<file path="src/rtl/zreg_file.sv">
module zreg_file #(
  parameter int NREG = 32,
  parameter int W    = 32,
  localparam int AW  = $clog2(NREG)
) (
  input  logic          clk,
  input  logic          rst,
  input  logic          wr_en,
  input  logic [AW-1:0] wr_idx,
  input  logic [W-1:0]  wr_data,
  input  logic [AW-1:0] rd_idx_a,
  output logic [W-1:0]  rd_data_a,
  input  logic [AW-1:0] rd_idx_b,
  output logic [W-1:0]  rd_data_b
);

  logic [W-1:0] regs [NREG];

  assign regs[0] = '0;

  for (genvar i = 1; i < NREG; i++) begin : g_ent
    always_ff @(negedge clk) begin
      if (rst)                                  regs[i] <= '0;
      else if (wr_en && wr_idx == AW'(i))       regs[i] <= wr_data;
    end
  end

  assign rd_data_a = regs[rd_idx_a];
  assign rd_data_b = regs[rd_idx_b];

  a_r2_zero_a: assert property (@(posedge clk) rd_idx_a == '0 |-> rd_data_a == '0);
  a_r2_zero_b: assert property (@(posedge clk) rd_idx_b == '0 |-> rd_data_b == '0);
  a_r7_same: assert property (@(posedge clk) rd_idx_a == rd_idx_b |-> rd_data_a == rd_data_b);
  a_r1_clear: assert property (@(negedge clk) $past(rst) |-> rd_data_a == '0 && rd_data_b == '0);
  a_r4_hold: assert property (@(negedge clk) disable iff (rst)
    !$past(wr_en) && !$past(rst) && $stable(rd_idx_a) |-> $stable(rd_data_a));
  a_r3_write: assert property (@(negedge clk) disable iff (rst)
    $past(wr_en) && !$past(rst) && $past(wr_idx) != '0 && rd_idx_a == $past(wr_idx)
    |-> rd_data_a == $past(wr_data));

endmodule

</file>
<file path="config.mk">
export PLATFORM = sky130hd
export DESIGN_NAME = zreg_file
export DESIGN_NICKNAME = d
export VERILOG_FILES = /design/src/rtl/zreg_file.sv
export SDC_FILE = /design/constraint.sdc
export NUM_CORES = 2
export LEC_CHECK = 0
export CAP_MARGIN = 20
export CORE_MARGIN = 2
export CORE_UTILIZATION = 60
export DETAILED_ROUTE_END_ITERATION = 12
export PLACE_DENSITY = 0.85
export SYNTH_ARGS = -nofsm -noshare
export SYNTH_HDL_FRONTEND = slang
export SYNTH_SLANG_ARGS = --single-unit
</file>
<file path="constraint.sdc">
create_clock -name clk -period 2.6 [get_ports clk]
set_input_delay 0.52 -clock clk [delete_from_list [all_inputs] [get_ports clk]]
set_output_delay 0.52 -clock clk [all_outputs]
set_load 0.03 [all_outputs]
</file>
==> metrics, run 1 <==
Async S/R FF share, synth 0; total track usage 0.953; Synth Area in Simple Gates 0.171; Post-Synth Adder-Cell Area 0; ys flop type dfxtp_1; count leader, synth nand2_1; Syn Nets between 5000 and 6000; Netlist cell types 34; post-synthesis sequential area ratio 0.394; Clock Path Buffers 3; largest family of logic cells by synthesized area multiplexers; synthesis-stage register bit count 992; Mapped Cells 5870; top cell type by total area after synthesis dfxtp_1; Die Y 294 µm; Yosys warning count 0; Compound-Gate Fraction of Synth Area 0.165; xor/xnor cell area share of the yosys netlist 0; Starting Density 0.605; global-route wire length before repair roughly 600000 µm; Post-CTS Hold Buffers 0; synth cell count leaders nand2_1 (2082), a21oi_1 (992), dfxtp_1 (992); Run Error [ERROR GRT-0116] Global routing finished with congestion. Check the congestion regions in the DRC Viewer.; CTS Sinks 992; die width approximately 290 µm; ranking of synthesized cells by area dfxtp_1 (39%), mux4_2 (17%), nand2_1 (15%), a21oi_1 (9.8%), clkbuf_1 (3.6%); H-tree levels 3; port buffer count 113; Synth Cell Area 0.0504 mm²; outcome stopped before the end; Post-synth EDFFs 0; clk root buf clkbuf_16; via count of the first global-routing pass 82000; Overflow after GRT 3740; Synth top area share 0.394; mean post-synth cell area 8.59 µm²; largest net degree at the start of global routing 87; Failed at 5_1_grt; dpl hpwl 127000 µm; routability cong. between 1 and 1.5; mux share of post-synthesis cell area 0.218; I/O pin cnt 114; Num CTS Buffers roughly 110; Rows 106
-- per-layer routing --
metal | GRT usage | GRT overflow
met5 | 0.795 | 37
met3 | 0.887 | 358
met2 | 1.05 | 2061
met4 | 0.980 | 907
met1 | 0.913 | 377
-- stage by stage --
| stage | std cells | util | cell area (µm²) | setup WS, ns |
|---|---|---|---|---|
| 4_1_cts | 8338 | 0.848 | 70700 | -1.65 |
| 3_5_place_dp | 6997 | 0.706 | 58900 | -1.11 |
| 3_3_place_gp | 6997 | 0.706 | 58900 | -1.01 |
| 2_1_floorplan | 5870 | - | 52900 | -0.504 |
-- cell families after synthesis --
group / after synthesis
AO/OA/AOI/OAI: 1440
buffers and inverters: 621
flip-flops: 992
multiplexers: 608
AND/OR/NAND/NOR: 2209
-- what timing repair did --
item | in CTS
buffers inserted | 94
endpoints found under the setup margin | 1056
gates resized for setup | 610
gates cloned | 67
pin swaps | 260
==> run 2: changes to the inputs <==
--- a/config.mk
+++ b/config.mk
@@ -7,9 +7,9 @@
 export LEC_CHECK = 0
 export CAP_MARGIN = 20
 export CORE_MARGIN = 2
-export CORE_UTILIZATION = 60
+export CORE_UTILIZATION = 40
 export DETAILED_ROUTE_END_ITERATION = 12
-export PLACE_DENSITY = 0.85
+export PLACE_DENSITY_LB_ADDON = 0.15
 export SYNTH_ARGS = -nofsm -noshare
 export SYNTH_HDL_FRONTEND = slang
 export SYNTH_SLANG_ARGS = --single-unit
==> run 2 against run 1 <==
Against the previous run:
- the flow now finishes, with violations (design-rule violations, negative setup slack)
- area after synthesis is the same
- synthesized cell count did not move
==> metrics, run 2 <==
most frequent cells in the layout nand2_1 (1797), inv_1 (1015), dfxtp_1 (867); hold wc startpoint regs[22]$_SDFFE_NP0P_; H-tree levels 3 (unchanged); Post-synth EDFFs 0 (unchanged); post-route ant nets 0; Async S/R FF share, synth 0 (unchanged); Peak VDD IR 0.561 mV; commonest non-fill, non-tap cell in the layout nand2_1; Clock Path Buffers 3 (unchanged); flop2flop setup slack 1.86 ns; Syn Nets 5920 (unchanged); Final Max Slew Viols 0; mean post-synth cell area 8.59 µm² (unchanged); dpl hpwl 142000 µm (+12%); Pwr Total between 40000 and 50000 µW; unrepaired setup endpoints after global routing true; Setup WS post-layout -1.70 ns; Pre-antenna DRT Iters 10; synth cell count leaders nand2_1 (2082), a21oi_1 (992), dfxtp_1 (992); die width 359 µm (+22%); crit path kind flop to output port; max reg flops between 900 and 1000; clk_lat worst skew around 0.74 ns; Finished Layout Cells 9077; Routed WL ~250000 µm; Setup TNS -127.20 ns; ys flop type dfxtp_1; via count of the first global-routing pass 54800; # setup viols final 464; Mapped Cells 5870 (unchanged); placed cells 7715 (+10%); skew final 0 ns; worst r2r dst regs[648]$_SDFFE_NP0P_; Hold Path End regs[22]$_SDFFE_NP0P_; Max transition margin 0.372; Hold Crit Class flop to flop; CTS tree built; I/O pin cnt 114 (unchanged); CP required about 2.1 ns; type of destination of the critical path output port; pre-CTS setup slack -1.13 ns (-0.0238 ns); initial antenna violation count 2; Power Density 571 mW/mm²; initial DRC count 6900; Rows 130 (+23%); clk root buf clkbuf_16; delay-heaviest family, CP compound AO/OA/AOI/OAI gates; violated checks design-rule violations, negative setup slack; Overflow after GRT 0; worst path buffer plus inverter count 1; largest registers regs: 992 flops; count leader, synth nand2_1; DRC viols 4; wire per inst 27.7 µm; ranking of synthesized cells by area dfxtp_1 (39%), mux4_2 (17%), nand2_1 (15%), a21oi_1 (9.8%), clkbuf_1 (3.6%); Num CTS Buffers 115 (+9.5%); DR vias/cell 6.11; die area about 0.13 mm²; Placed Instance Area 0.0612 mm² (+3.9%); hold depth 2; Synth Cell Area 0.0504 mm² (unchanged); global-route wire length before repair 355000 µm; R2R depth 3; Yosys warning count 0 (unchanged); Slew @ Worst Pin 0.942 ns; core area 0.125 mm²; total track usage 0.370; P&R area growth vs syn 49.1%; most flop-heavy register regs; synthesis-stage register bit count 992 (unchanged); CP max stage delay about 0.49 ns; routability cong. 0.911 (-8.9%); CP arrival 3.78 ns; Layout Nets 7396; post-synthesis sequential area ratio 0.394 (unchanged); R2R Path Start regs[648]$_SDFFE_NP0P_; port buffer count 113 (unchanged); Max-Cap Viols 0; layout cells sized above 1 0.321; crit path max fanout 3; Clock transition at path regs 0.04 ns; Netlist cell types 34 (unchanged); outcome complete, but fails checks; final cell area excluding filler cells 0.0752 mm²; Die Y 359 µm (+22%); top cell type by total area after synthesis dfxtp_1; Post-CTS Hold Buffers 0 (unchanged); critical path's slowest cell mux4_2; CTS Sinks 992 (unchanged); Leakage Power 0.0302 µW; Synth top area share 0.394 (unchanged); Critical Path, Cell by Cell mux4_2, a22o_1, o21ai_4, o31ai_4, buf_12; Final Hold Fails 0; Vias 55400; largest net degree at the start of global routing 45; Starting Density 0.402 (-0.202); Startpoint Class flop
==> run 2: cell counts after synthesis <==
No cell type changed its count.
==> run 2: routing by layer <==
metal | vias up | GRT usage | part of all wire
met5 | - | 0 | 0.000072
met4 | 2 | 0.250 | 0.072
met3 | 942 | 0.132 | 0.13
met2 | 4001 | 0.545 | 0.43
met1 | 27000 | 0.455 | 0.37
li1 | 23500 | - | -
==> run 2: kinds of logic after synthesis <==
group	synth area share
AO/OA/AOI/OAI	0.165
multiplexers	0.218
AND/OR/NAND/NOR	0.171
flip-flops	0.394
buffers and inverters	0.0527
==> run 2: final cells by class <==
class	instances	area, µm²
Antenna cell	2	5.00
Inverter	2	7.51
Clock inverter	1072	4530
Tap cell	1650	2060
Multi-Input combinational cell	4257	32100
Sequential cell	992	20000
Clock buffer	116	2900
Fill cell	10600	50200
Timing Repair Buffer	986	13500
==> run 2: worst max path at each step <==
| stage | from | to | slack [ns] | depth (start not counted) |
|---|---|---|---|---|
| after floorplan | regs[667]$_SDFFE_NP0P_ | rd_data_b[27] | -0.50 | 4 |
| after global placement | wr_idx[1] | regs[255]$_SDFFE_NP0P_ | -1.13 | 7 |
| after detailed placement | wr_idx[4] | regs[826]$_SDFFE_NP0P_ | -1.13 | 7 |
| after CTS | regs[157]$_SDFFE_NP0P_ | rd_data_b[29] | -1.70 | 7 |
| after global routing | regs[528]$_SDFFE_NP0P_ | rd_data_b[16] | -1.72 | 5 |
| final | regs[47]$_SDFFE_NP0P_ | rd_data_b[15] | -1.70 | 5 |
==> run 2: metrics by stage <==
step / util / hold WS (ns)
CTS: 0.581 / 0.456
global placement: 0.488 / 0.449
global route: 0.599 / 0.472
floorplan: - / 0.438
finish: 0.599 / 0.455
detailed placement: 0.488 / 0.456
==> run 2: what timing repair did <==
item                                    4_1_cts  5_1_grt
buffers inserted                            100       21
cloned                                       57       22
endpoints found under the setup margin     1056     1046
resized for setup                           521      565
pin swaps                                   294      325
==> run 2: power breakdown <==
group          switching (µW)  total, µW  internal [µW]
combinational            2650       4400           1750
clock                   11400      23000          11600
sequential               95.2      15500          15400
==> run 2: worst register-to-register path: stages, from the launching register on <==
cell     delay [ns]
dfxtp_2        0.33
buf_4          0.11
nand2_2        0.05
a21oi_1        0.17
No activity file was read; power rests on OpenSTA's default activity.
